## config.mk

```make
export PLATFORM = sky130hd
export DESIGN_NAME = pwm_chan
export DESIGN_NICKNAME = d
export VERILOG_FILES = /design/src/rtl/pwm_chan.sv
export SDC_FILE = /design/constraint.sdc
export NUM_CORES = 1
export LEC_CHECK = 0
export BUFFER_PORTS_ARGS = -buffer_cell sky130_fd_sc_hd__buf_4
export CAP_MARGIN = 0
export CORE_UTILIZATION = 50
export CTS_CLUSTER_SIZE = 8
export DETAILED_ROUTE_END_ITERATION = 8
export HOLD_SLACK_MARGIN = 0.1
export PLACE_DENSITY = 0.75
export RECOVER_POWER = 25
export SETUP_SLACK_MARGIN = 0.3
export SLEW_MARGIN = 30
export SYNTH_ARGS = -nofsm -noshare
export SYNTH_HDL_FRONTEND = slang
export SYNTH_SLANG_ARGS = --single-unit
```

## constraint.sdc

```tcl
create_clock -name clk -period 11.05 [get_ports clk]
set_input_delay 1.105 -clock clk [delete_from_list [all_inputs] [get_ports clk]]
set_output_delay 1.105 -clock clk [all_outputs]
set_load 0.02 [all_outputs]
```

## src/rtl/pwm_chan.sv

```systemverilog
module pwm_chan #(
  parameter int W = 32
) (
  input  logic        clk,
  input  logic        rst_n,
  input  logic        tick,
  input  logic        wr_en,
  input  logic [3:0]  addr,
  input  logic [31:0] wdata,
  output logic [31:0] rdata,
  output logic        pwm_out
);

  localparam logic [3:0] A_CNT  = 4'h0;
  localparam logic [3:0] A_LEN  = 4'h4;
  localparam logic [3:0] A_ACT  = 4'h8;
  localparam logic [3:0] A_CTRL = 4'hC;
  localparam logic [W-1:0] ONE  = W'(1);

  logic [W-1:0] cnt, len_r, act_r, len_a, act_a;
  logic [31:0]  ctrl;
  logic [7:0]   shots;
  logic         down;

  wire       en      = ctrl[0];
  wire [1:0] mode    = ctrl[2:1];
  wire       pol     = ctrl[3];
  wire       idle    = ctrl[4];
  wire       center  = ctrl[5];
  wire [7:0] rep     = ctrl[31:24];
  wire       run     = en && !mode[1];
  wire       oneshot = (mode == 2'b00);
  wire       wr_ctrl = wr_en && (addr == A_CTRL);
  wire [W-1:0] len_m1 = len_a - ONE;

  wire wrap = run && tick &&
              ((len_a == '0) || (center ? (down && cnt <= ONE) : (cnt >= len_m1)));
  wire turn = run && tick && center && !down && (len_a != '0) && (cnt >= len_m1);
  wire last = wrap && oneshot && (shots == rep);

  always_ff @(posedge clk) begin
    if (!rst_n) begin
      cnt  <= '0;
      down <= 1'b0;
    end else if (!run || wrap) begin
      cnt  <= '0;
      down <= 1'b0;
    end else if (tick) begin
      if (turn) begin
        cnt  <= len_a;
        down <= 1'b1;
      end else if (down) begin
        cnt <= cnt - ONE;
      end else begin
        cnt <= cnt + ONE;
      end
    end
  end

  always_ff @(posedge clk) begin
    if (!rst_n) begin
      len_a <= '0;
      act_a <= '0;
    end else if (!run || wrap) begin
      len_a <= len_r;
      act_a <= act_r;
    end
  end

  always_ff @(posedge clk) begin
    if (!rst_n)                shots <= '0;
    else if (!run)             shots <= '0;
    else if (wrap && oneshot)  shots <= last ? 8'd0 : shots + 8'd1;
  end

  always_ff @(posedge clk) begin
    if (!rst_n) begin
      len_r <= '0;
      act_r <= '0;
      ctrl  <= '0;
    end else begin
      if (wr_en && addr == A_LEN) len_r <= wdata[W-1:0];
      if (wr_en && addr == A_ACT) act_r <= wdata[W-1:0];
      if (wr_ctrl)     ctrl    <= wdata;
      else if (last)   ctrl[0] <= 1'b0;
    end
  end

  wire active = (act_a != '0) && ((act_a >= len_a) || (cnt < act_a));
  assign pwm_out = run ? (active ? pol : ~pol) : idle;

  always_comb begin
    case (addr)
      A_CNT:   rdata = 32'(cnt);
      A_LEN:   rdata = 32'(len_r);
      A_ACT:   rdata = 32'(act_r);
      A_CTRL:  rdata = ctrl;
      default: rdata = '0;
    endcase
  end

  p_step_left_r3: assert property (@(posedge clk) disable iff (!rst_n)
    run && tick && !center && !wrap |=> cnt == $past(cnt) + ONE);

  p_shadow_hold_r7: assert property (@(posedge clk) disable iff (!rst_n)
    run && !wrap |=> $stable(len_a) && $stable(act_a));

  p_oneshot_stop_r8: assert property (@(posedge clk) disable iff (!rst_n)
    last && !wr_ctrl |=> !ctrl[0] && pwm_out == ctrl[4]);

  p_capture_park_r9: assert property (@(posedge clk) disable iff (!rst_n)
    en && mode[1] |=> cnt == '0);

  p_hold_no_tick_r10: assert property (@(posedge clk) disable iff (!rst_n)
    run && !tick |=> $stable(cnt));

endmodule

```

* Word-level counts from Yosys, hierarchy flattened
Cells that the tools add are included.
** Operators by class
- Bitwise operators :: 2
- Magnitude comparators :: 4
- Reductions and logical operators :: 29
- Muxes and demuxes :: 9
- Equality and inequality tests :: 4
- Add/sub/neg operators :: 4
** Operators with widths (number)
- one-hot mux 32 bit (4 select lines) :: 1
- greater-or-equal comparator 32 bit :: 2
- 2-to-1 mux 32 bit :: 2
- nonzero test 32 bit :: 2
- subtractor 32 x 1 -> 32 bit, second input constant :: 2
- adder 32 x 1 -> 32 bit, second input constant :: 1
- <= comparator 32 x 1 -> 1 bit, second input constant :: 1
- zero test 32 bit :: 1
- less-than comparator 32 bit :: 1
- logical AND 1 bit :: 14
- adder 8 x 1 -> 8 bit, second input constant :: 1
- == test 4 bit, second input constant :: 2
- == test 8 bit :: 1
- 2-to-1 mux 8 bit :: 1
- 2-to-1 mux 1 bit :: 5
- == test 4 x 3 -> 1 bit, second input constant :: 1
- zero test 4 bit :: 1
- AND reduction 2 bit :: 2
- zero test 1 bit :: 3
- logical OR 1 bit :: 3
- zero test 2 bit :: 1
- inverter 1 bit :: 2
- nonzero test 2 bit :: 1
- OR reduction 2 bit :: 1
** Storage, ports and cells
- Register bits :: 201
- Word-level logic and storage cells :: 61
- Input port bits :: 40

* Longest topological paths before layout
- Word-level depth :: 9
- Mapped depth :: 18
- Gate-level depth less buffers :: 15

* Worst setup path before layout
OpenSTA, ideal clock, no wires.
- Kind :: reg-to-reg
- Start :: register len_a[14]
- End :: register cnt[10]
- Clock period less this slack :: 3.892 ns
- Buffers on the path :: 3
- Setup time :: 0.088 ns
- Path slack :: 7.158 ns
- Required time :: 10.962 ns
- Data arrival time :: 3.803 ns
- Cell stages (with the launch flop) :: 18
- Cell sequence :: dfxtp_1 > buf_4 > or4_4 > nor3b_4 > nor2b_1 > nand2_1 > nor2_1 > xnor2_1 > ha_1 > nand4_1 > nor2_1 > a221o_1 > a211o_1 > a211o_1 > buf_2 > a21o_2 > buf_4 > a311oi_2
** Between the ends
- Word-level cells in the longest chain between the ends :: 7
- Elaborated cells between the ends (all ways) :: 12
- Those cells by class :: 1 x add/sub; 1 x order compare; 2 x mux; 8 x reduce/logical
** Ends and longest elaborated chain
- from (decl) :: RTL line 20 : logic [W-1:0] cnt, len_r, act_r, len_a, act_a;
- from (signal assigned) :: RTL line 65 : len_a <= len_r;
- subtractor 32 x 1 -> 32 bit :: RTL line 34 : wire [W-1:0] len_m1 = len_a - ONE;
- greater-or-equal comparator 32 bit :: RTL line 37, 38
- 2-to-1 mux 1 bit :: RTL line 37 : ((len_a == '0) || (center ? (down && cnt <= ONE) : (cnt >= len_m1)));
- logical OR 1 bit :: RTL line 37
- logical AND 1 bit :: RTL line 36 : wire wrap = run && tick &&
- logical OR 1 bit :: RTL line 45 : end else if (!run || wrap) begin
- OR reduction 2 bit (no source line)
- to (signal assigned) :: RTL line 50 : cnt <= len_a;
- to (signal assigned) :: RTL line 53 : cnt <= cnt - ONE;
- to (signal assigned) :: RTL line 55 : cnt <= cnt + ONE;
- to (decl) :: RTL line 20
Several ways; a longest one is shown, not always the timed one.
A chain may end at the register's enable or synchronous reset.

* Worst setup path after layout
- Start :: register len_a[0]
- End :: register act_a[4]
** Between the ends
- Word-level cells in the longest chain between the ends :: 6
- Elaborated cells between the ends (all ways) :: 7
- Those cells by class :: 1 x add/sub; 1 x order compare; 1 x mux; 4 x reduce/logical
** Ends and longest elaborated chain
- subtractor 32 x 1 -> 32 bit :: RTL line 34
- greater-or-equal comparator 32 bit :: RTL line 37
- 2-to-1 mux 1 bit :: RTL line 37
- logical OR 1 bit (*) :: RTL line 37
- logical AND 1 bit (*) :: RTL line 36
- logical OR 1 bit (*) :: RTL line 64 : end else if (!run || wrap) begin
- to (signal assigned) :: RTL line 66 : act_a <= act_r;
- to (decl) :: RTL line 20
Every way passes the cells marked *; elsewhere a longest branch is shown, timed or not.

==> flow_summary.json <==
{
  "diodes": 0,
  "power.share.clock_pct": 46.9,
  "grt.total_usage_pct": 29.3,
  "die_h_um": 162,
  "vias": 12000,
  "finalHoldViolCount": 0,
  "crit_type": "reg2reg",
  "drt_iter0_markers": 1246,
  "internal_power_w": 0.00124,
  "fin_nets": 1757,
  "place_hpwl_um": 27500,
  "design.core.area_um2": 25300,
  "final_area_um2": 14200,
  "hold_class": "reg2reg",
  "die_width_um": 162,
  "outcome": "complete, but fails checks",
  "cts_max_path_buffers": 3,
  "place_area_um2": 13500,
  "critical_path.startpoint": "len_a[0]",
  "routedWlPerCell_um": 19.9,
  "synth_nets": 1749,
  "holdCritStartpoint": "ctrl[15]",
  "async_reset_ff_share_pct": 0,
  "skew_ps": 8.57,
  "cp_max_fo": 64,
  "io_pins": 73,
  "synth_edf_count": 0,
  "syn_inst": 1609,
  "gr-total-overflow": 0,
  "combPwrFrac_pct": 8.0,
  "max_stage_delay_ps": 660,
  "netSwitchingFraction_pct": 24.4,
  "final_max_slew_viol_count": 105,
  "worst-path-buf-inv": 1,
  "crit_required_ps": 11520,
  "clock_tree.root_cell": "clkbuf_16",
  "postCtsHoldBufs": 0,
  "synth_area_um2": 12900,
  "fmax_mhz": 202,
  "ant_nets": 0,
  "grt_start_max_net_pins": 118,
  "cts_tree": "done",
  "critical_path.most_common_cell": "nor4_1",
  "cts.sinks": 201,
  "vias_per_cell": 6.16,
  "drc": 0,
  "cp-end-kind": "flop",
  "yosysTopAreaCell": "dfxtp_1",
  "syn_area_per_cell_um2": 8.00,
  "antenna_found_initial": 0,
  "irDropWorstVdd_mv": 0.149,
  "postCtsSetupRepairBufs": 0,
  "synth-seq-cells": 201,
  "first_pass_iters": 5,
  "rows": 58,
  "synth_commonest_cells": "390 x nand2_1, 201 x dfxtp_1, 100 x ha_1",
  "path_clk_slew_ps": 50,
  "synthFlopType": "dfxtp_1",
  "worst_pin_slew_ps": 1970,
  "fin_setup_tns_ps": 0,
  "rsz0062_at_grt": "false",
  "insertion_delay_ps": 540,
  "place_congestion": 0.915,
  "cp.arrival_ps": 5430,
  "drive_above_1_share_pct": 9.02,
  "wl_um": 38800,
  "max_cap_viol_count": 3,
  "synthTopCellsByArea": "dfxtp_1 31%, nand2_1 11%, ha_1 9.7%, a21boi_0 5.5%, mux2i_1 5.0%",
  "seqPwrFrac_pct": 45.1,
  "r2r_start": "len_a[0]",
  "p_leak_nw": 5.10,
  "synth_cell_type_count": 64,
  "syn2layout_area_growth_pct": 10.2,
  "p_sw_w": 0.000400,
  "synth_top_area_share_pct": 31.3,
  "critical-path-top-delay-family": "simple AND/OR/NAND/NOR gates",
  "violations": "max-capacitance violations, max-slew violations",
  "crit_path_cell_trace": "nor4_1 -> nand4_1 -> nor4_1 -> nand2_1 -> nor4_1 -> xnor2_1 -> ha_1 -> a21oi_1 -> o21ai_0 -> a221o_1 -> a211o_1 -> a211o_1 -> a21oi_4 -> buf_6 -> mux2i_1",
  "yosys_warnings": 0,
  "start_kind": "flop",
  "start_util_pct": 51.0,
  "cpMaxStageDelayCell": "nor4_1",
  "power.density_nw_per_um2": 115,
  "finalCriticalPeriod_ps": 4960,
  "nFillCells": 2360,
  "seq_area_frac_synth_pct": 31.3,
  "numCtsBuffers": 29,
  "cts_resized": 0,
  "grt_pass1_vias": 11200,
  "synth_most_common_cell": "nand2_1",
  "slew_headroom_pct": -31.6,
  "htreeDepth": 1,
  "grt_first_pass_wirelength_um": 61400,
  "die_area_um2": 26400,
  "setup_viol": 0,
  "portBuffers": 72,
  "period_share_pct": 44.9
}
-- placed cells by master, fill, tap and decap left out, types with 5 or more instances in the layout --
cell type and count:
nand3_1 36, nor3_1 32, buf_4 77, clkbuf_16 29, and3_1 13, xor2_1 12
a21oi_1 68, o21ai_0 37, and2_1 8, a221o_1 33, ha_1 100, or3_1 7
o22ai_1 9, nand2_1 390, a211oi_1 19, inv_1 75, nor2_1 37, a21boi_0 95
a311oi_2 16, nand2b_1 5, clkbuf_1 7, a22o_1 32, or2_2 5, a31oi_1 6
a32o_1 8, dfxtp_1 201, nor2b_1 8, mux2i_1 64, nand4_1 34, nor4_1 28
xnor2_1 52
-- power groups by stage --
stage / clock [W] / combinational (W) / sequential [W]
after global routing: 0.000808 / 0.000142 / 0.000739
after CTS: 0.000777 / 0.000130 / 0.000739
after detailed placement: 0 / 0.000129 / 0.000753
after global placement: 0 / 0.000127 / 0.000753
final: 0.000769 / 0.000130 / 0.000739
after floorplan: 0 / 0.0000926 / 0.000751
-- flip-flops by register name, indices dropped and copies added (netlist names) --
signal and cells:
ctrl 32, cnt 32, shots 8, len_a 32
len_r 32, act_a 32, down 1, act_r 32
-- worst reg2reg max path, stage by stage (launching register included) --
cell and delay [ps]:
dfxtp_1 350, nor4_1 660, nand4_1 290, nor4_1 370
nand2_1 130, nor4_1 250, xnor2_1 180, ha_1 270
a21oi_1 140, o21ai_0 100, a221o_1 330, a211o_1 280
a211o_1 410, a21oi_4 180, buf_6 560, mux2i_1 400
-- cell families after synthesis --
| family | count (synthesis) | synth area share (%) |
|---|---|---|
| AO/OA/AOI/OAI | 361 | 21.1 |
| XOR/XNOR | 64 | 4.35 |
| adder cells (fa/ha/maj) | 100 | 9.72 |
| buffers and inverters | 184 | 6.11 |
| flip-flops | 201 | 31.3 |
| multiplexers | 64 | 4.98 |
| AND/OR/NAND/NOR | 635 | 22.5 |
-- area by class of cell --
| class | count | area, um2 | share of cell area, % |
|---|---|---|---|
| multi-input combinational | 1224 | 8090 | 57.0 |
| sequential | 201 | 4020 | 28.4 |
| clock buffer | 30 | 729 | 5.14 |
| timing repair buffer | 86 | 634 | 4.47 |
| tap | 330 | 413 | 2.91 |
| inverter | 75 | 282 | 1.98 |
| clock inverter | 2 | 17.5 | 0.123 |
-- path summary, 6_finish.rpt --
path | slack [ps] | to | cells past startpoint
setup / recovery | 6090 | act_a[4] | 15
hold / removal | 460 | ctrl[15] | 2
setup reg to reg | 6090 | act_a[4] | 15
hold reg to reg | 460 | ctrl[15] | 2
-- per-stage QoR --
stage	std cells	utilization [%]	hold WS, ps	setup slack [ps]	power (W)
2_1_floorplan	1609	-	443	7160	0.000843
3_3_place_gp	1916	53.4	454	6030	0.000880
3_5_place_dp	1916	53.4	460	6160	0.000882
4_1_cts	1948	56.3	464	6080	0.00164
5_1_grt	1948	56.2	488	5570	0.00169
6_report	1948	56.2	464	6090	0.00164
-- layer usage --
metal / up-vias / GRT usage [%] / wire, um
met5: - / 0 / 0
met4: 0 / 7.68 / 745
met3: 61 / 4.02 / 3150
met2: 528 / 46.1 / 17500
met1: 5675 / 41.8 / 17500
li1: 5728 / - / -
Note: power is estimated with default switching activity, not from simulation.
